`src/rtl/fgcell_pkg.sv`:
```
package fgcell_pkg;

  localparam int BYTE_W = 8;
  localparam int NOPER  = 3;

  typedef enum logic {
    MODE_TABLE = 1'b0,
    MODE_MUX   = 1'b1
  } fmode_e;

  // function byte: [7:4] truth table, [3:2] unused, [1] registered, [0] mode
  typedef struct packed {
    logic [3:0] tt;
    logic       regd;
    fmode_e     mode;
  } fn_cfg_t;

endpackage

```
`src/rtl/fgcell_cfg.sv`:
```
module fgcell_cfg
  import fgcell_pkg::*;
#(
  parameter int ROUTE_W = 13,
  parameter int ADDR_W  = 2
) (
  input  logic               clk,
  input  logic               rst,
  input  logic               we,
  input  logic [ADDR_W-1:0]  addr,
  input  logic [BYTE_W-1:0]  wdata,
  output fn_cfg_t            fn,
  output logic [ROUTE_W-1:0] route
);

  localparam int RBYTES = (ROUTE_W + BYTE_W - 1) / BYTE_W;

  always_ff @(posedge clk) begin
    if (rst) begin
      fn <= '0;
    end else if (we && addr == '0) begin
      fn.tt   <= wdata[7:4];
      fn.regd <= wdata[1];
      fn.mode <= fmode_e'(wdata[0]);
    end
  end

  for (genvar rb = 0; rb < RBYTES; rb++) begin : g_rbyte
    localparam int LO = rb * BYTE_W;
    localparam int HI = (LO + BYTE_W > ROUTE_W) ? ROUTE_W - 1 : LO + BYTE_W - 1;
    localparam int W  = HI - LO + 1;
    logic [W-1:0] part_q;

    always_ff @(posedge clk) begin
      if (rst) begin
        part_q <= '0;
      end else if (we && addr == ADDR_W'(rb + 1)) begin
        part_q <= wdata[W-1:0];
      end
    end

    assign route[HI:LO] = part_q;
  end

endmodule

```
`src/rtl/fgcell_insel.sv`:
```
module fgcell_insel #(
  parameter int NSRC  = 8,
  parameter int SEL_W = 3
) (
  input  logic [NSRC-1:0]  src,
  input  logic [SEL_W-1:0] sel,
  output logic             y
);

  always_comb begin
    y = src[sel];
  end

endmodule

```
`src/rtl/fgcell_func.sv`:
```
module fgcell_func
  import fgcell_pkg::*;
(
  input  logic [3:0] tt,
  input  fmode_e     mode,
  input  logic       a,
  input  logic       b,
  input  logic       c,
  output logic       y
);

  always_comb begin
    unique case (mode)
      MODE_TABLE: y = tt[{b, a}];
      MODE_MUX:   y = c ? (b ^ tt[1]) : (a ^ tt[0]);
      default:    y = 1'b0;
    endcase
  end

endmodule

```
`src/rtl/fgcell_outreg.sv`:
```
module fgcell_outreg #(
  parameter int NDIR = 4
) (
  input  logic            clk,
  input  logic            rst,
  input  logic            gclr,
  input  logic            d,
  input  logic            regd,
  input  logic [NDIR-1:0] dir_en,
  output logic            q,
  output logic            cell_out,
  output logic [NDIR-1:0] out_dir
);

  always_ff @(posedge clk or posedge gclr) begin
    if (gclr) begin
      q <= 1'b0;
    end else if (rst) begin
      q <= 1'b0;
    end else begin
      q <= d;
    end
  end

  assign cell_out = regd ? q : d;

  for (genvar i = 0; i < NDIR; i++) begin : g_dir
    assign out_dir[i] = dir_en[i] & cell_out;
  end

endmodule

```
`src/rtl/fgcell.sv`:
```
module fgcell
  import fgcell_pkg::*;
#(
  parameter int NSRC   = 8,
  parameter int NDIR   = 4,
  parameter int ADDR_W = 2
) (
  input  logic              clk,
  input  logic              rst,
  input  logic              gclr,
  input  logic [NSRC-1:0]   nbr_in,
  input  logic              cfg_we,
  input  logic [ADDR_W-1:0] cfg_addr,
  input  logic [BYTE_W-1:0] cfg_wdata,
  output logic              cell_out,
  output logic [NDIR-1:0]   out_dir
);

  localparam int SEL_W   = $clog2(NSRC);
  localparam int ROUTE_W = NOPER * SEL_W + NDIR;

  fn_cfg_t            fn_q;
  logic [ROUTE_W-1:0] route_q;
  logic [NOPER-1:0]   opnd;
  logic               f_val;
  logic               q_r;

  fgcell_cfg #(.ROUTE_W(ROUTE_W), .ADDR_W(ADDR_W)) u_cfg (
    .clk   (clk),
    .rst   (rst),
    .we    (cfg_we),
    .addr  (cfg_addr),
    .wdata (cfg_wdata),
    .fn    (fn_q),
    .route (route_q)
  );

  for (genvar k = 0; k < NOPER; k++) begin : g_sel
    fgcell_insel #(.NSRC(NSRC), .SEL_W(SEL_W)) u_sel (
      .src (nbr_in),
      .sel (route_q[k*SEL_W +: SEL_W]),
      .y   (opnd[k])
    );
  end

  fgcell_func u_func (
    .tt   (fn_q.tt),
    .mode (fn_q.mode),
    .a    (opnd[0]),
    .b    (opnd[1]),
    .c    (opnd[2]),
    .y    (f_val)
  );

  fgcell_outreg #(.NDIR(NDIR)) u_out (
    .clk      (clk),
    .rst      (rst),
    .gclr     (gclr),
    .d        (f_val),
    .regd     (fn_q.regd),
    .dir_en   (route_q[NOPER*SEL_W +: NDIR]),
    .q        (q_r),
    .cell_out (cell_out),
    .out_dir  (out_dir)
  );

endmodule

```
`config.mk`:
```
export PLATFORM = sky130hd
export DESIGN_NAME = fgcell
export DESIGN_NICKNAME = d
export VERILOG_FILES = /design/src/rtl/fgcell_pkg.sv /design/src/rtl/fgcell_cfg.sv /design/src/rtl/fgcell_insel.sv /design/src/rtl/fgcell_func.sv /design/src/rtl/fgcell_outreg.sv /design/src/rtl/fgcell.sv
export SDC_FILE = /design/constraint.sdc
export NUM_CORES = 1
export LEC_CHECK = 0
export BUFFER_PORTS_ARGS = -buffer_cell sky130_fd_sc_hd__clkbuf_2
export CAP_MARGIN = 40
export CORE_MARGIN = 8
export CORE_UTILIZATION = 45
export DETAILED_ROUTE_END_ITERATION = 10
export PLACE_DENSITY = 0.72
export SYNTH_ARGS = -nofsm -noshare
export SYNTH_HDL_FRONTEND = slang
export SYNTH_SLANG_ARGS = --single-unit
```
`constraint.sdc`:
```
create_clock -name clk -period 1.7 [get_ports clk]
set_input_delay 0.17 -clock clk [delete_from_list [all_inputs] [get_ports clk]]
set_output_delay 0.17 -clock clk [all_outputs]
set_load 0.005 [all_outputs]
```
Word-level counts from Yosys, hierarchy flattened
Index checks and enable logic that the tools add are counted.
{ "op_classes": {"n_lt_le_gt_ge": 4, "bitwise": 7, "n_mux": 12, "n_reduce_logical": 4, "eq_ne": 2} }
{ "op_table": {"columns": ["cell", "count"], "rows": [
  ["< comparator 3 x 4 -> 1 bit, second input constant", 3],
  ["binary-select mux 1 bit (select 3 bit)", 3],
  ["two-way mux 1 bit", 7],
  ["AND 1 bit", 4],
  ["logical AND 1 bit", 3],
  ["< comparator 2 x 3 -> 1 bit, second input constant", 1],
  ["binary-select mux 1 bit (select 2 bit)", 1],
  ["equality test 2 x 1 -> 1 bit, second input constant", 1],
  ["equality test 2 bit, second input constant", 1],
  ["logical NOT 2 bit", 1],
  ["case mux 1 bit (2 select lines)", 1],
  ["XOR 1 bit", 2],
  ["NOT 1 bit", 1]
]} }
{ "word_totals": {"ff_bits": 20} }

Longest topological paths before layout
Gate-level depths: netlist of run 1.
{ "depth": {"ltp_word": 7, "depth_mapped": 6, "ltp_nobuf": 5} }

By module
A second synthesis of run 1 with hierarchy kept.
{ "hier_totals": {"cells_unflattened": 96, "area_unflattened_um2": 1127.3} }
{ "by_module_without_submodules": {"columns": ["mod", "area_each_um2", "instances", "cells_per_inst"], "rows": [
  ["fgcell_cfg", 797.0, 1, 73],
  ["fgcell_insel", 63.8, 3, 3],
  ["fgcell_outreg", 77.6, 1, 9],
  ["fgcell_func", 61.3, 1, 5]
]} }

Worst setup path before layout of run 1
Ideal clock, no wire load.
{ "synth_timing": {"kind": "register to output", "start": "register u_cfg.g_rbyte[0].part_q[0]", "end": "output out_dir[0]", "arrival_time_ns": 1.685, "t_required_ns": 1.530, "stages_incl_launch_ff": 6, "slack_ns": -0.155, "path_cell_list": "dfxtp_1 -> mux4_1 -> mux2i_4 -> xnor2_1 -> a221oi_2 -> a21oi_1"} }
{ "synth_via": {"elab_chain_len": 7, "elab_cells_between_ends": 9} }
{ "synth_rtl": {"columns": ["item", "line", "source"], "rows": [
  ["start: declaration", "fgcell_cfg.sv:32", "logic [W-1:0] part_q;"],
  ["start signal: assignment", "fgcell_cfg.sv:38", "part_q <= wdata[W-1:0];"],
  ["binary-select mux 1 bit (select 3 bit) *", "fgcell_insel.sv:11", "y = src[sel];"],
  ["two-way mux 1 bit (implied by the code) *", "fgcell_insel.sv:11", null],
  ["binary-select mux 1 bit (select 2 bit) or XOR 1 bit (tied branches)", "fgcell_func.sv:14, fgcell_func.sv:15", null],
  ["two-way mux 1 bit, on equally long branches", "fgcell_func.sv:14, fgcell_func.sv:15", null],
  ["case mux 1 bit (2 select lines) *", "fgcell_func.sv:13", "unique case (mode)"],
  ["two-way mux 1 bit *", "fgcell_outreg.sv:25", "assign cell_out = regd ? q : d;"],
  ["AND 1 bit *", "fgcell_outreg.sv:28", "assign out_dir[i] = dir_en[i] & cell_out;"],
  ["end: declaration", "fgcell.sv:16", "output logic [NDIR-1:0] out_dir"]
]} }
Every way passes the cells marked *; elsewhere a longest branch is shown, timed or not. The select of a mux whose other input is x is not followed.

Final worst setup path of run 1
{ "layout_timing": {"start": "register u_cfg.g_rbyte[0].part_q[3]", "end": "output cell_out"} }
{ "layout_via": {"elab_chain_len": 6, "elab_cells_between_ends": 8} }
{ "layout_rtl": {"columns": ["item", "line", "source"], "rows": [
  ["binary-select mux 1 bit (select 3 bit) *", "fgcell_insel.sv:11", null],
  ["two-way mux 1 bit (implied by the code) *", "fgcell_insel.sv:11", null],
  ["binary-select mux 1 bit (select 2 bit) or XOR 1 bit (tied branches)", "fgcell_func.sv:14, fgcell_func.sv:15", null],
  ["two-way mux 1 bit, on equally long branches", "fgcell_func.sv:14, fgcell_func.sv:15", null],
  ["case mux 1 bit (2 select lines) *", "fgcell_func.sv:13", null],
  ["two-way mux 1 bit *", "fgcell_outreg.sv:25", null],
  ["end: declaration", "fgcell.sv:15", "output logic cell_out,"]
]} }
Marked as above.

==> results.cfg, run 1 <==
[run_status]
status = complete, but fails checks
violations = setup timing

[placed_design]
place.gp.congestion = 0.760
dp_hpwl_mm = 1.93
dp_slack_ns = -0.373
io_buffer_count = 26
dpl_cell_area_mm2 = 0.00124

[critical_path]
worstSetupStartpointType = flop
r2r_cells = 6
worst-setup-path-type = reg -> out
cp.arrival_ns = 2.11
end_kind = output pin
path_max_fanout = 6
crit_required_ns = 1.53

[route]
wl_per_cell_um = 15.7
vias = 836
ant_nets = 0
drc_errors = 0
totalWireLength_mm = 2.48
via_per_inst = 5.29
dr.pass1.iters = 4
drt_iter0_markers = 21

[global_routing]
grtUsageTotal = 0.121
antenna_found_initial = 0
overflow = 0
grt_max_degree = 21
grt_pass1_wl_mm = 3.96
grt_pass1_vias = 854

[timing]
rsz0062_at_grt = true
final.period_utilization = 1.34
drv_slew = 0
post-route-min-period_ns = 2.28
finalWorstSetupSlack_ns = -0.583
setup-tns-final_ns = -3.09
relSlewSlack = 0.629
skew_ns = 0.00228
hold_viol = 0
setup_viol = 6
max_freq_mhz = 438
tightestPinTransition_ns = 0.555

[floorplanning]
ioPinCount = 27
die_y_um = 64.8
num_rows = 17
die-area_mm2 = 0.00419
initial_core_util = 0.479
coreArea_mm2 = 0.00223
die_w_um = 64.8

[logic_synthesis]
ys_seq_elements = 20
synthesis.area_mm2 = 0.00107
ys_types = 23
syn_nets = 121
synthCells = 99
yosysWarnings = 0
synth_seq_area_share = 0.379
avgSynthCellArea_um2 = 10.8
synth-edff-count = 0
synth_async_sr_flop_share = 0.0500
yosys_most_used_dff = dfxtp_1

[final_layout]
syn_to_final_growth_pct = 22.9
seqCellArea_um2 = 414
final_area_mm2 = 0.00132
num-nets-final = 153
fillers = 200
diodes = 0
drive_above_1_share = 0.400
multiInputGateArea_um2 = 656

[power_and_ir_drop]
leakage_nw = 0.612
clkPwrFrac = 0.289
p_per_area_mw_per_mm2 = 718
ir_drop_mv = 0.421
p_int_mw = 0.706
sequentialPowerShare = 0.528
switchingPower_mw = 0.238
p_comb_frac = 0.183
p_sw_frac = 0.252

[clock_tree]
cts.clk_slew.worst_paths_ns = 0.11
root_buffer = clkbuf_4
clock_path_buffers = 2
cts_max_level = 1
cts_tree = done
cts_buffers = 3
clock_latency_ns = 0.30
cts.sinks = 20

[worst_hold_path]
hp-class = in -> reg
hold_depth = 3

[job]
drv_cap = 0
## through the flow
stage               hold slack, ns  utilization  cells  power (mW)
floorplan                   -0.101            -     99       0.613
global placement           -0.0136        0.555    151       0.662
detailed placement       -0.000493        0.555    151       0.670
CTS                          0.106        0.578    156       0.951
global route                 0.121        0.589    158       0.989
finish                       0.115        0.589    158       0.944
## state kept, by name (all words and copies together), names as in the netlist
signal                count
u_out.q                   1
u_cfg.g_rbyte.part_q     13
u_cfg.fn                  6
## path summary, 6_finish.rpt
check / start / end / slack, ns
max in group asynchronous: gclr / u_out.q / 1.39
min: cfg_wdata[2] / u_cfg.g_rbyte[0].part_q[2] / 0.12
max: u_cfg.g_rbyte[0].part_q[3] / cell_out / -0.58
min reg2reg: u_cfg.g_rbyte[1].part_q[4] / u_cfg.g_rbyte[1].part_q[4] / 0.52
max reg2reg: u_cfg.g_rbyte[0].part_q[3] / u_out.q / -0.22
min in group asynchronous: gclr / u_out.q / 0.22
## Yosys cell counts (all sizes together) (2+ instances only)
cell type | count | share of area
nand2 | 4 | 0.014
nor2b | 2 | 0.012
clkbuf | 3 | 0.011
mux2 | 2 | 0.021
a22oi | 2 | 0.027
dfxtp | 19 | 0.36
xnor2 | 2 | 0.016
a21oi | 5 | 0.023
nor2 | 20 | 0.070
nand3b | 2 | 0.014
mux4 | 5 | 0.11
mux2i | 25 | 0.25
## area by class of cell
type                       instances  area share
inverter                           1     0.00285
tap                               28      0.0266
multi-input combinational         74       0.499
clock buffer                       4      0.0276
timing repair buffer              31       0.129
sequential                        20       0.315
## timing repair
action | 4_1_cts | 5_1_grt
endpoints found under the hold margin | 1 | 0
setup endpoints to repair | 6 | 6
gates resized for setup | 7 | 3
hold buffers | 1 | 0
cloned | 0 | 0
buffers inserted | 0 | 2
## power by group through the flow
stage | clock (mW) | combinational, mW | sequential (mW)
2_1_floorplan | 0 | 0.108 | 0.505
3_3_place_gp | 0 | 0.154 | 0.509
3_5_place_dp | 0 | 0.160 | 0.510
4_1_cts | 0.284 | 0.166 | 0.501
5_1_grt | 0.301 | 0.187 | 0.501
6_report | 0.273 | 0.173 | 0.499
## layout by cell type, fill, tap and decap left out
cell,instances
a21boi_1,1
a21oi_1,5
a221oi_2,1
a22oi_1,1
a22oi_4,1
and2_1,1
buf_4,4
clkbuf_2,26
clkbuf_4,3
clkbuf_8,1
dfrtp_1,1
dfxtp_1,16
dfxtp_2,1
dfxtp_4,2
dlygate4sd3_1,1
inv_1,1
mux2_2,2
mux2i_1,23
mux2i_2,1
mux2i_4,1
mux4_2,5
nand2_1,4
nand2b_1,1
nand3b_1,2
nor2_1,20
nor2b_1,1
nor2b_2,1
nor3b_2,1
xnor2_2,2
## metal layers
layer  global-route usage  vias up  wire [um]
li1                     -      413          -
met1                0.132      396       1030
met2                0.209       23       1280
met3               0.0361        4        137
met4               0.0599        0         31
met5                    0        -          0
## cell families after synthesis
group                  share of synthesized area
multiplexers                               0.379
AND/OR/NAND/NOR                            0.133
flip-flops                                 0.379
XOR/XNOR                                  0.0164
AO/OA/AOI/OAI                             0.0713
buffers and inverters                     0.0211
## worst max-delay path, cell delays in order (launching register included)
cell and delay [ns]:
dfxtp_4 0.38, mux2i_1 0.11, mux4_2 0.53, mux2_2 0.32, a22oi_4 0.24, a21boi_1 0.11
clkbuf_2 0.12
Power figures use the tool's default switching activity.
==> run 2: changes to the inputs <==
--- a/config.mk
+++ b/config.mk
@@ -14,3 +14,4 @@
 export SYNTH_ARGS = -nofsm -noshare
 export SYNTH_HDL_FRONTEND = slang
 export SYNTH_SLANG_ARGS = --single-unit
+export TNS_END_PERCENT = 20
==> results.cfg, run 2 (same netlist as run 1, synthesis figures left out) <==
[power_and_ir_drop]
total_power_mw = 0.944
leakage_nw = 0.608
p_per_area_mw_per_mm2 = 720
ir_drop_mv = 0.752

[route]
totalWireLength_mm = 2.47
drt_iter0_markers = 22
via_per_inst = 5.41
wl_per_cell_um = 15.7
drc_errors = 0
dr.pass1.iters = 4
ant_nets = 0
vias = 849

[placed_design]
place.gp.congestion = 0.772
dp.cells = 151
io_buffer_count = 26

[timing]
relSlewSlack = 0.627
hold_viol = 0
rsz0062_at_grt = true
post-route-min-period_ns = 2.30
skew_ns = 0.000668
setup-tns-final_ns = -3.06
finalWorstSetupSlack_ns = -0.595
tightestPinTransition_ns = 0.558
max_freq_mhz = 436
final.period_utilization = 1.35
setup_viol = 6
holdWs_ns = 0.122
drv_slew = 0

[global_routing]
grtUsageTotal = 0.117
grt_max_degree = 21
antenna_found_initial = 0
overflow = 0
grt_pass1_wl_mm = 3.98
grt_pass1_vias = 885

[floorplanning]
die_y_um = 64.8
num_rows = 17
coreArea_mm2 = 0.00223
ioPinCount = 27
die-area_mm2 = 0.00419
initial_core_util = 0.479
die_w_um = 64.8

[critical_path]
worstSetupStartpointType = flop
crit_required_ns = 1.53
end_kind = output pin
worst-setup-path-type = reg -> out
cp.arrival_ns = 2.13
path_max_fanout = 5

[final_layout]
final_common_cell = clkbuf_2
final_cell_mix = 26 x clkbuf_2, 23 x mux2i_1, 20 x nor2_1
fillers = 203
reg_top3 = u_cfg.g_rbyte.part_q: 13 flops, u_cfg.fn: 6 flops, u_out.q: 1 flops
syn_to_final_growth_pct = 22.5
fin_cells = 157
regMostFlops = u_cfg.g_rbyte.part_q
drive_above_1_share = 0.395
num-nets-final = 152
diodes = 0
largest_reg_flops = 13

[clock_tree]
clock_path_buffers = 2
cts_max_level = 1
cts.sinks = 20
cts_buffers = 3
root_buffer = clkbuf_4
clock_latency_ns = 0.29
cts.clk_slew.worst_paths_ns = 0.11
cts_tree = done

[worst_hold_path]
hp-class = in -> reg

[run_status]
status = complete, but fails checks
violations = setup timing

[job]
drv_cap = 0
==> run 2: cell types whose count changed in the layout (fill, tap and decap cells not counted), sizes merged <==
cell	delta
buf	-1
==> run 2: report_power, final <==
group | total [mW] | leakage, nW | internal [mW] | switching (mW)
combinational | 0.172 | 0.416 | 0.0910 | 0.0810
sequential | 0.497 | 0.171 | 0.482 | 0.0149
clock | 0.275 | 0.0210 | 0.130 | 0.144
total | 0.944 | 0.608 | 0.704 | 0.240
==> run 2: what timing repair did <==
| item | in CTS | in global routing |
|---|---|---|
| endpoints found under the setup margin | 6 | 6 |
| hold endpoints to repair | 1 | 0 |
| gates resized for setup | 6 | 5 |
| hold buffers | 1 | 0 |
| setup buffers | 0 | 1 |
==> run 2: worst paths after layout <==
| path | start | end | slack [ns] | depth (start not counted) |
|---|---|---|---|---|
| worst max-delay path | u_cfg.g_rbyte[0].part_q[6] | cell_out | -0.60 | 7 |
| worst min-delay path | cfg_wdata[2] | u_cfg.g_rbyte[0].part_q[2] | 0.12 | 3 |
| worst max register to register | u_cfg.g_rbyte[0].part_q[3] | u_out.q | -0.11 | 5 |
| worst min register to register | u_cfg.g_rbyte[1].part_q[1] | u_cfg.g_rbyte[1].part_q[1] | 0.52 | 2 |
| max in group asynchronous | gclr | u_out.q | 1.38 | 3 |
| min in group asynchronous | gclr | u_out.q | 0.23 | 3 |
==> run 2: layout make-up <==
class                      instances  area [um2]  area share
timing repair buffer              30         163       0.124
inverter                           1        3.75     0.00287
clock buffer                       4        36.3      0.0277
multi-input combinational         74         656       0.500
sequential                        20         417       0.318
tap                               28        35.0      0.0267
==> run 2: stage by stage <==
stage | worst slack [ns] | cell area (um2) | utilization
5_1_grt | -0.690 | 1310 | 0.587
3_3_place_gp | -0.296 | 1240 | 0.555
4_1_cts | -0.599 | 1280 | 0.575
2_1_floorplan | -0.139 | 1080 | -
3_5_place_dp | -0.347 | 1240 | 0.555
6_report | -0.595 | 1310 | 0.587
==> run 2: metal layers <==
| layer | vias up | share of wire | track usage |
|---|---|---|---|
| li1 | 416 | - | - |
| met1 | 412 | 0.43 | 0.143 |
| met2 | 19 | 0.51 | 0.198 |
| met3 | 2 | 0.058 | 0.0258 |
| met4 | 0 | 0.0069 | 0.0409 |
| met5 | - | 0 | 0 |
==> run 2: critical path: stages (launching register included) <==
cell	delay, ns
dfxtp_4	0.38
mux4_2	0.52
mux2i_2	0.20
nor2b_1	0.10
a221oi_2	0.27
buf_4	0.17
a21boi_1	0.06
clkbuf_2	0.12
